<file path="src/rtl/path_wb_pkg.sv">
package path_wb_pkg;

    localparam int MIN_LEVELS = 3;

    typedef enum logic [1:0] {
        ST_IDLE = 2'd0,
        ST_WALK = 2'd1,
        ST_DONE = 2'd2
    } wb_state_e;

endpackage

</file>
<file path="src/rtl/path_fit_check.sv">
module path_fit_check #(
    parameter int LEAF_W = 19,
    parameter int LVL_W  = 5
) (
    input  logic [LEAF_W-1:0] diff,
    input  logic [LVL_W-1:0]  span,
    input  logic [LVL_W-1:0]  level,
    output logic              fit
);
    logic [LVL_W-1:0]  lo;
    logic [LEAF_W-1:0] mask;

    assign lo = span - level;

    for (genvar b = 0; b < LEAF_W; b++) begin : g_mask
        assign mask[b] = (LVL_W'(b) < span) && (LVL_W'(b) >= lo);
    end

    assign fit = ~|(diff & mask);
endmodule

</file>
<file path="src/rtl/path_walk_counter.sv">
module path_walk_counter #(
    parameter int LVL_W  = 5,
    parameter int SLOTS  = 4,
    parameter int SLOT_W = 2
) (
    input  logic              clk,
    input  logic              rst_n,
    input  logic              load,
    input  logic              step,
    input  logic [LVL_W-1:0]  load_level,
    output logic [LVL_W-1:0]  level,
    output logic [SLOT_W-1:0] slot,
    output logic              last
);
    localparam logic [SLOT_W-1:0] LAST_SLOT = SLOT_W'(SLOTS - 1);

    always_ff @(posedge clk) begin
        if (!rst_n) begin
            level <= '0;
            slot  <= '0;
        end else if (load) begin
            level <= load_level;
            slot  <= '0;
        end else if (step) begin
            if (slot == LAST_SLOT) begin
                slot  <= '0;
                level <= level - 1'b1;
            end else begin
                slot <= slot + 1'b1;
            end
        end
    end

    assign last = (level == '0) && (slot == LAST_SLOT);
endmodule

</file>
<file path="src/rtl/path_wb_selector.sv">
module path_wb_selector
    import path_wb_pkg::*;
#(
    parameter int MAX_LEVELS = 20,
    parameter int SLOTS      = 4,
    parameter int STASH      = 128,
    parameter int LEAF_W     = MAX_LEVELS - 1,
    parameter int LVL_W      = $clog2(MAX_LEVELS + 1),
    parameter int SLOT_W     = (SLOTS > 1) ? $clog2(SLOTS) : 1,
    parameter int IDX_W      = $clog2(STASH)
) (
    input  logic              clk,
    input  logic              rst_n,
    input  logic              start,
    input  logic [LVL_W-1:0]  cfg_levels,
    input  logic [LEAF_W-1:0] path_leaf,
    input  logic              cand_valid,
    input  logic [LEAF_W-1:0] cand_leaf,
    input  logic [IDX_W-1:0]  cand_idx,
    output logic              wb_valid,
    output logic [LVL_W-1:0]  wb_level,
    output logic [SLOT_W-1:0] wb_slot,
    output logic              wb_dummy,
    output logic [IDX_W-1:0]  wb_idx,
    output logic              wb_pop,
    output logic              done
);
    localparam logic [LVL_W-1:0] LV_MIN = LVL_W'(MIN_LEVELS);
    localparam logic [LVL_W-1:0] LV_MAX = LVL_W'(MAX_LEVELS);

    wb_state_e         state, state_nx;
    logic [LVL_W-1:0]  lv_clamped;
    logic [LVL_W-1:0]  span_q;
    logic [LEAF_W-1:0] path_q;
    logic              load, step, last, fit, placed;
    logic [LVL_W-1:0]  cur_level;
    logic [SLOT_W-1:0] cur_slot;

    // depth clamp
    always_comb begin
        if (cfg_levels < LV_MIN)      lv_clamped = LV_MIN;
        else if (cfg_levels > LV_MAX) lv_clamped = LV_MAX;
        else                          lv_clamped = cfg_levels;
    end

    assign load = (state == ST_IDLE) && start;
    assign step = (state == ST_WALK);

    // configuration latched only when a walk begins
    always_ff @(posedge clk) begin
        if (!rst_n) begin
            span_q <= '0;
            path_q <= '0;
        end else if (load) begin
            span_q <= lv_clamped - 1'b1;
            path_q <= path_leaf;
        end
    end

    path_walk_counter #(
        .LVL_W (LVL_W),
        .SLOTS (SLOTS),
        .SLOT_W(SLOT_W)
    ) u_walk (
        .clk       (clk),
        .rst_n     (rst_n),
        .load      (load),
        .step      (step),
        .load_level(lv_clamped - 1'b1),
        .level     (cur_level),
        .slot      (cur_slot),
        .last      (last)
    );

    path_fit_check #(
        .LEAF_W(LEAF_W),
        .LVL_W (LVL_W)
    ) u_fit (
        .diff (cand_leaf ^ path_q),
        .span (span_q),
        .level(cur_level),
        .fit  (fit)
    );

    // state register
    always_ff @(posedge clk) begin
        if (!rst_n) state <= ST_IDLE;
        else        state <= state_nx;
    end

    always_comb begin
        state_nx = state;
        unique case (state)
            ST_IDLE: if (start) state_nx = ST_WALK;
            ST_WALK: if (last)  state_nx = ST_DONE;
            ST_DONE:            state_nx = ST_IDLE;
            default:            state_nx = ST_IDLE;
        endcase
    end

    // outputs
    always_comb begin
        placed   = 1'b0;
        wb_valid = 1'b0;
        wb_dummy = 1'b0;
        wb_idx   = '0;
        done     = 1'b0;
        wb_level = cur_level;
        wb_slot  = cur_slot;
        unique case (state)
            ST_IDLE: ;
            ST_WALK: begin
                wb_valid = 1'b1;
                placed   = cand_valid && fit;
                wb_dummy = !placed;
                wb_idx   = placed ? cand_idx : '0;
            end
            ST_DONE: done = 1'b1;
            default: ;
        endcase
        wb_pop = placed;
    end
endmodule

</file>
<file path="config.mk">
export PLATFORM = sky130hd
export DESIGN_NAME = path_wb_selector
export DESIGN_NICKNAME = d
export VERILOG_FILES = /design/src/rtl/path_wb_pkg.sv /design/src/rtl/path_fit_check.sv /design/src/rtl/path_walk_counter.sv /design/src/rtl/path_wb_selector.sv
export SDC_FILE = /design/constraint.sdc
export NUM_CORES = 1
export LEC_CHECK = 0
export ABC_AREA = 1
export BUFFER_PORTS_ARGS = -buffer_cell sky130_fd_sc_hd__buf_2
export CAP_MARGIN = 20
export CORE_ASPECT_RATIO = 0.75
export CORE_MARGIN = 2
export CORE_UTILIZATION = 45
export CTS_CLUSTER_DIAMETER = 80
export DETAILED_ROUTE_END_ITERATION = 10
export GPL_ROUTABILITY_DRIVEN = 0
export PLACE_DENSITY = 0.71
export SLEW_MARGIN = 20
export SYNTH_ARGS = -nofsm -noshare
export SYNTH_HDL_FRONTEND = slang
export SYNTH_SLANG_ARGS = --single-unit
</file>
<file path="constraint.sdc">
create_clock -name clk -period 2.67 [get_ports clk]
set_clock_uncertainty 0.05 [all_clocks]
set_input_delay 0.4005 -clock clk [delete_from_list [all_inputs] [get_ports clk]]
set_output_delay 0.4005 -clock clk [all_outputs]
set_load 0.05 [all_outputs]
</file>
-- Word level (Yosys, flattened, before mapping)
Cells that the tools add are included.
- bitwise gates (word level): 3
- $add $sub $neg: 4
- mux-type cells: 15
- reductions and logical operators: 32
- $lt $le $gt $ge: 40
- eq/ne operators: 5
- operator list (cell ; number):
    >= comparator 4 x 5 -> 1 bit, first input constant ; 8
    < comparator 4 x 5 -> 1 bit, first input constant ; 8
    2-to-1 mux 5 bit ; 5
    logical AND 1 bit ; 22
    >= comparator 3 x 5 -> 1 bit, first input constant ; 4
    < comparator 3 x 5 -> 1 bit, first input constant ; 4
    AND 19 bit ; 1
    OR reduction 19 bit ; 1
    bitwise XOR 19 bit ; 1
    >= comparator 5 bit, first input constant ; 3
    < comparator 5 bit, first input constant ; 3
    2-to-1 mux 7 bit ; 2
    >= comparator 1 x 5 -> 1 bit, first input constant ; 2
    >= comparator 2 x 5 -> 1 bit, first input constant ; 2
    < comparator 1 x 5 -> 1 bit, first input constant ; 2
    < comparator 2 x 5 -> 1 bit, first input constant ; 2
    subtractor 5 x 1 -> 5 bit, second input constant ; 2
    2-to-1 mux 2 bit ; 3
    greater-than comparator 5 bit, second input constant ; 1
    logical NOT 5 bit ; 1
    < comparator 5 x 2 -> 1 bit, second input constant ; 1
    subtractor 5 bit ; 1
    equality test 2 bit, second input constant ; 2
    2-to-1 mux 1 bit ; 4
    11 further kinds ; 14
- flip-flop bits (word level): 33
- bits of input ports: 54

-- Logic depth before layout (Yosys ltp)
Gate-level depths: netlist of run 1.
- depth in word-level cells: 9
- depth in mapped cells: 18

-- Modules after synthesis
A second synthesis of run 1 with hierarchy kept.
- cell total of the unflattened synthesis: 410
- area total of the unflattened synthesis: 2538.7 sq um
- by module, submodules not included (module ; times used ; area each (sq um) ; cells an instance):
    path_wb_selector ; 1 ; 1337.5 ; 181
    path_fit_check ; 1 ; 788.3 ; 168
    path_walk_counter ; 1 ; 412.9 ; 61

-- Least setup slack after synthesis of run 1
OpenSTA, ideal clock, no wires.
- path type: reg2out
- start: register u_walk.level[1]
- end: output wb_dummy
- buffers on the path: 0
- slack: -0.601 ns
- cell stages (with the launch flop): 14
- arrival time: 2.821 ns
- path through: dfxtp_1 > inv_1 > fa_1 > nand2_2 > nand2_2 > nand2_1 > nand2_2 > nand2_4 > nand2_1 > nor2_1 > nand2_2 > nand3_2 > nor2_4 > a21oi_1
- longest elaborated chain between the ends: 9
- RTL lines (item ; line ; source):
    start: declaration ; path_walk_counter.sv:11 ; output logic [LVL_W-1:0] level,
    start signal: assignment ; path_walk_counter.sv:22 ; level <= load_level;
    start signal: assignment ; path_walk_counter.sv:27 ; level <= level - 1'b1;
    subtractor 5 bit * ; path_fit_check.sv:13 ; assign lo = span - level;
    >= comparator 1 x 5 -> 1 bit (tied with other cells) ; path_fit_check.sv:16 ; assign mask[b] = (LVL_W'(b) < span) && (LVL_W'(b) >= lo);
    logical AND 1 bit ; path_fit_check.sv:16 ;
    AND 19 bit * ; path_fit_check.sv:19 ; assign fit = ~|(diff & mask);
    OR reduction 19 bit * ; path_fit_check.sv:19 ;
    logical NOT 1 bit * ; path_fit_check.sv:19 ;
    logical AND 1 bit * ; path_wb_selector.sv:114 ; placed = cand_valid && fit;
    logical NOT 1 bit * ; path_wb_selector.sv:115 ; wb_dummy = !placed;
    2-to-1 mux 1 bit * ; path_wb_selector.sv:110 ; unique case (state)
    end: declaration ; path_wb_selector.sv:23 ; output logic wb_dummy,
Every way passes the cells marked *; elsewhere a longest branch is shown, timed or not.

-- Worst setup path in the final report of run 1
- start: register span_q[0]
- end: output wb_idx[3]
- longest elaborated chain between the ends: 9
- RTL lines (item ; line ; source):
    start: declaration ; path_wb_selector.sv:33 ; logic [LVL_W-1:0] span_q;
    start signal: assignment ; path_wb_selector.sv:55 ; span_q <= lv_clamped - 1'b1;
    subtractor 5 bit ; path_fit_check.sv:13 ;
    >= comparator 1 x 5 -> 1 bit (tied with other cells) ; path_fit_check.sv:16 ;
    logical AND 1 bit ; path_fit_check.sv:16 ;
    AND 19 bit * ; path_fit_check.sv:19 ;
    OR reduction 19 bit * ; path_fit_check.sv:19 ;
    logical NOT 1 bit * ; path_fit_check.sv:19 ;
    logical AND 1 bit * ; path_wb_selector.sv:114 ;
    2-to-1 mux 7 bit * ; path_wb_selector.sv:116 ; wb_idx = placed ? cand_idx : '0;
    2-to-1 mux 7 bit * ; path_wb_selector.sv:110 ;
    end: declaration ; path_wb_selector.sv:24 ; output logic [IDX_W-1:0] wb_idx,
Marked as above.

==> results of run 1 <==
==> cells in the final DEF (no fill, tap or decap), types with 2 or more instances in the layout <==
cell / count
clkbuf_8: 6
nand4_1: 3
dfxtp_1: 28
inv_1: 30
dfxtp_2: 2
o22ai_1: 4
buf_2: 62
nand3_2: 5
nor2_4: 11
nand2_2: 16
or2_2: 3
nand2_1: 118
a21oi_1: 13
inv_2: 10
dfxtp_4: 3
nand2_4: 2
xnor2_1: 3
xor2_1: 12
buf_4: 25
o211ai_1: 2
nor2_1: 36
nor2_2: 6
ha_1: 6
nand3_1: 35
nor3_1: 2
buf_8: 3
nand3_4: 2
o21ai_0: 17
buf_6: 6
==> metrics by stage <==
step                hold slack (ns)  std cells  utilization  cell area, sq um  power, W
detailed placement            0.424        550        0.583              3090   0.00131
finish                        0.242        560        0.632              3350   0.00185
CTS                           0.237        560        0.623              3300   0.00181
floorplan                     0.410        390            -              2510   0.00108
global placement              0.419        550        0.583              3090   0.00130
global route                  0.242        560        0.632              3350   0.00196
==> power groups by stage <==
| stage | sequential [W] | combinational (W) | clock [W] |
|---|---|---|---|
| global route | 0.000559 | 0.000903 | 0.000500 |
| finish | 0.000554 | 0.000827 | 0.000467 |
| floorplan | 0.000594 | 0.000488 | 0 |
| detailed placement | 0.000564 | 0.000749 | 0 |
| CTS | 0.000554 | 0.000785 | 0.000472 |
| global placement | 0.000563 | 0.000737 | 0 |
==> final cells by class <==
type / instances / share of cell area
clock buffer: 7 / 0.0322
clock inverter: 1 / 0.00224
inverter: 43 / 0.0505
multi-input combinational: 305 / 0.503
sequential: 33 / 0.202
tap: 75 / 0.0280
timing repair buffer: 96 / 0.182
==> final timing paths <==
path | from | cells past startpoint | slack [ns] | to
max | span_q[0] | 15 | -0.44 | wb_idx[3]
min | path_leaf[1] | 3 | 0.24 | path_q[1]
max reg2reg | state[0] | 5 | 0.95 | span_q[3]
min reg2reg | path_q[1] | 2 | 0.43 | path_q[1]
==> state kept, by name, summed over array words and instances, names as in the netlist <==
signal,count
path_q,19
span_q,5
u_walk.level,5
state,2
u_walk.slot,2
==> cell families after synthesis <==
group / after synthesis / share of synthesized area
simple gates: 241 / 0.457
buf+inv: 52 / 0.0829
compound gates: 40 / 0.0875
flops: 33 / 0.270
xor+xnor: 15 / 0.0537
fa+ha+maj: 9 / 0.0491
==> what timing repair did <==
action,CTS,global route
setup buffers,2,0
setup endpoints to repair,9,9
pin swaps,7,8
resized for setup,28,13
==> metal layers <==
metal / vias to the layer above / GRT usage / share of wire
li1: 1421 / - / -
met5: - / 0 / 0
met4: 0 / 0.0653 / 0.0088
met1: 1200 / 0.345 / 0.48
met3: 7 / 0.0567 / 0.084
met2: 119 / 0.333 / 0.42
==> worst max-delay path: stages (launching register included) <==
cell and delay (ns):
dfxtp_4 0.36, clkinv_4 0.05, ha_4 0.12, inv_4 0.03, fa_2 0.56, inv_2 0.07
nor2_4 0.09, nand2_2 0.07, nand3_2 0.06, nand2_1 0.06, nand3_2 0.08, nand3_4 0.09
nor2_4 0.14, nand3_4 0.22, nor2_4 0.18, buf_8 0.15
==> flow_metrics.py, run 1 <==
metrics = {
    "grt": {
        "grt_pass1_vias": 2328,
        "track_usage": 0.233,
        "overflow": 0,
        "grt_pass1_wl_um": 10700,
        "grt_max_degree": 25,
        "antenna_found_initial": 0,
    },
    "yosys": {
        "synth_most_common_cell": "nand2_1",
        "yosys.area.top_type_share": 0.270,
        "synth_nets": 453,
        "synth_common_cells": "123 x nand2_1, 38 x nand3_1, 38 x nor2_1",
        "synth_seq_cells": 33,
        "syn_inst": 390,
        "synthArstFlopShare": 0,
        "yosysTopAreaCell": "dfxtp_1",
        "synth_edf_count": 0,
        "synth-seq-area-share": 0.270,
        "netlist_area_sq_mm": 0.00244,
        "synth_top_flop_cell": "dfxtp_1",
        "syn_avg_cell_area_sq_um": 6.27,
        "ys_top_cells_by_area": "dfxtp_1 27%, nand2_1 19%, nand3_1 7.8%, nor2_1 5.8%, inv_1 4.9%",
        "ys_types": 32,
        "ys_warn_count": 0,
    },
    "critical_path": {
        "path_class": "reg -> out",
        "crit_path_end_kind": "output port",
        "start_kind": "register",
        "cp_max_fo": 8,
        "arrival_ns": 2.66,
        "worstPathRequired_ns": 2.22,
    },
    "timing": {
        "slew_headroom": 0.564,
        "rsz0062_at_grt": "yes",
        "setup_viol": 9,
        "fmax_mhz": 322,
        "worst_slew_pin_slew_ns": 0.652,
        "setup-tns-final_ns": -3.51,
        "period_needed_ns": 3.11,
        "hold_viol": 0,
        "slew_violations": 0,
        "setup_slack_ns": -0.437,
        "period_share": 1.16,
    },
    "final_layout": {
        "fill_cells": 517,
        "seq_area_sq_um": 674,
        "area.growth.synth_to_final_pct": 36.8,
        "final_layout_size_suffix_gt1_frac": 0.353,
        "num-nets-final": 547,
        "multiInputGateArea_sq_mm": 0.00168,
        "diodes": 0,
    },
    "cts": {
        "cts_root_buf": "clkbuf_8",
        "cts_buffers": 5,
        "cts_hold_buf": 0,
        "cts_sinks": 33,
        "cts_tree": "done",
        "htreeDepth": 2,
        "worstSkewPairLatency_ns": 0.29,
        "clockBufferDepth": 2,
        "clk_pin_slew_ns": 0.07,
    },
    "pwr": {
        "p_sw_frac": 0.402,
        "clockPowerShare": 0.253,
        "combPwrFrac": 0.447,
        "power_density_mw_per_mm2": 553,
        "power.switching_w": 0.000743,
        "p_seq_frac": 0.300,
        "p_int_w": 0.00111,
        "worst_ir_drop_vdd_uv": 291,
        "power.leakage_nw": 1.74,
    },
    "detailed_routing": {
        "via_count": 2747,
        "drtIter0Drc": 200,
        "drc_errors": 0,
        "finalWirelength_um": 7030,
        "drt_first_pass_iters": 5,
        "vias_per_cell": 4.91,
        "ant_nets": 0,
        "wl_per_cell_um": 12.6,
    },
    "run_status": {
        "violations": "negative setup slack",
        "outcome": "finished, violations left",
    },
    "placement": {
        "pre_cts_slack_ns": -0.251,
        "io_buffers": 71,
        "dpl.hpwl_um": 5380,
    },
    "hold_path": {
        "hold_class": "in -> reg",
    },
    "die": {
        "die_w_um": 89.1,
        "fp-row-count": 23,
        "die_h_um": 67.8,
        "pin_count": 72,
        "die_area_sq_mm": 0.00604,
        "core_area_sq_mm": 0.00530,
        "initial_core_util": 0.462,
    },
    "run": {
        "cap_violations": 0,
    },
}
Note: power is estimated with default switching activity, not from simulation.
==> run 2: changes to the inputs <==
--- a/config.mk
+++ b/config.mk
@@ -12,9 +12,11 @@
 export CORE_MARGIN = 2
 export CORE_UTILIZATION = 45
 export CTS_CLUSTER_DIAMETER = 80
+export CTS_CLUSTER_SIZE = 12
 export DETAILED_ROUTE_END_ITERATION = 10
 export GPL_ROUTABILITY_DRIVEN = 0
 export PLACE_DENSITY = 0.71
+export SKIP_CTS_REPAIR_TIMING = 1
 export SLEW_MARGIN = 20
 export SYNTH_ARGS = -nofsm -noshare
 export SYNTH_HDL_FRONTEND = slang
==> flow_metrics.py, run 2 (synthesized netlist as in run 1, its figures left out) <==
metrics = {
    "critical_path": {
        "crit_slowest_cell": "fa_2",
        "arrival_ns": 2.70,
        "reg2reg_from": "state[0]",
        "path_class": "reg -> out",
        "crit_path_end": "wb_idx[1]",
        "reg2regPathDepth": 5,
        "worstPathRequired_ns": 2.22,
        "cp_max_fo": 8,
        "crit_cells": 15,
        "r2r_slack_ns": 0.97,
        "worst_path_most_repeated_cell": "nor2_4",
        "critPathTopFamily": "simple AND/OR/NAND/NOR gates",
        "start_kind": "register",
        "critPathBufInv": 4,
        "crit_chain": "inv_2 > ha_4 > inv_4 > fa_2 > inv_2 > nor2_4 > nand2_1 > nand3_2 > nand2_1 > nand3_1 > nand3_2 > nor2_4 > nand3_4 > nor2_4 > buf_8",
        "worstReg2RegEnd": "span_q[3]",
        "crit_path_end_kind": "output port",
        "cp-startpoint": "span_q[0]",
        "max_stage_delay_ns": 0.59,
    },
    "final_layout": {
        "largest_reg_flops": 19,
        "top_register": "path_q",
        "area.growth.synth_to_final_pct": 35.7,
        "final_layout_size_suffix_gt1_frac": 0.345,
        "fill_cells": 523,
        "reg_top3": "path_q x19, span_q x5, u_walk.level x5",
        "final_common_cell": "nand2_1",
        "diodes": 0,
        "num-nets-final": 546,
        "fin_area_sq_mm": 0.00332,
        "fin_cells": 559,
        "final_cell_mix": "120 x nand2_1, 62 x buf_2, 36 x nand3_1",
    },
    "die": {
        "pin_count": 72,
        "die_area_sq_mm": 0.00604,
        "die_w_um": 89.1,
        "die_h_um": 67.8,
        "fp-row-count": 23,
        "core_area_sq_mm": 0.00530,
        "initial_core_util": 0.462,
    },
    "pwr": {
        "power_density_mw_per_mm2": 552,
        "power.leakage_nw": 1.74,
        "worst_ir_drop_vdd_uv": 291,
    },
    "detailed_routing": {
        "via_count": 2715,
        "wl_per_cell_um": 12.2,
        "drtIter0Drc": 231,
        "finalWirelength_um": 6820,
        "vias_per_cell": 4.86,
        "drc_errors": 0,
        "drt_first_pass_iters": 5,
        "ant_nets": 0,
    },
    "cts": {
        "cts_tree": "done",
        "htreeDepth": 2,
        "worstSkewPairLatency_ns": 0.29,
        "cts_buffers": 5,
        "clk_pin_slew_ns": 0.07,
        "clockBufferDepth": 2,
        "cts_sinks": 33,
        "cts_root_buf": "clkbuf_8",
    },
    "hold_path": {
        "hold_class": "in -> reg",
    },
    "timing": {
        "slew_headroom": 0.572,
        "hold_viol": 0,
        "fmax_mhz": 317,
        "setup_slack_ns": -0.484,
        "slew_violations": 0,
        "setup-tns-final_ns": -4.01,
        "rsz0062_at_grt": "yes",
        "period_share": 1.18,
        "worst_slew_pin_slew_ns": 0.640,
        "setup_viol": 9,
        "period_needed_ns": 3.15,
    },
    "placement": {
        "io_buffers": 71,
        "pre_cts_slack_ns": -0.251,
        "dp_cells": 550,
        "placed_area_sq_mm": 0.00309,
        "dpl.hpwl_um": 5380,
    },
    "run": {
        "cap_violations": 0,
    },
    "grt": {
        "grt_pass1_vias": 2263,
        "antenna_found_initial": 0,
        "track_usage": 0.226,
        "overflow": 0,
        "grt_pass1_wl_um": 10400,
        "grt_max_degree": 25,
    },
    "run_status": {
        "outcome": "finished, violations left",
        "violations": "negative setup slack",
    },
}
run 2: metal layers:
metal	wire length, um	vias up	part of all wire	global-route usage
li1	-	1417	-	-
met1	3270	1183	0.48	0.347
met2	2790	104	0.41	0.313
met3	661	11	0.097	0.0495
met4	101	0	0.015	0.0634
met5	0	-	0	0
run 2: per-stage QoR:
stage	util	total power (W)	hold slack [ns]
final	0.626	0.00183	0.243
after global routing	0.626	0.00195	0.242
after CTS	0.605	0.00178	0.237
after detailed placement	0.583	0.00131	0.424
after global placement	0.583	0.00130	0.419
after floorplan	-	0.00108	0.410
run 2: worst min path at each step:
stage,start,end,slack [ns],depth (start not counted)
after floorplan,path_q[0],path_q[0],0.41,2
after global placement,path_q[5],path_q[5],0.42,2
after detailed placement,path_q[11],path_q[11],0.42,2
after CTS,path_leaf[1],path_q[1],0.24,3
after global routing,path_leaf[12],path_q[12],0.24,3
final,path_leaf[1],path_q[1],0.24,3
run 2: cell type report:
cell class | instances | area (sq um) | area share
well taps | 75 | 93.8 | 0.0283
clock buffers | 7 | 108 | 0.0324
clock inverters | 1 | 7.51 | 0.00226
repair buffers | 95 | 607 | 0.183
inverters | 43 | 164 | 0.0494
multi-input cells | 305 | 1670 | 0.502
flip-flops and latches | 33 | 672 | 0.203
run 2: worst register-to-register path, cell delays in order (launching register included):
cell	delay, ns
dfxtp_1	0.35
nor2_1	0.05
nand2_1	0.47
buf_4	0.31
nand2_1	0.19
o22ai_1	0.21
run 2: power by group:
group	internal [W]	leakage (nW)	total (W)	switching [W]
clock network	0.000266	0.0556	0.000464	0.000198
logic	0.000308	1.41	0.000814	0.000506
registers	0.000528	0.274	0.000554	0.0000258
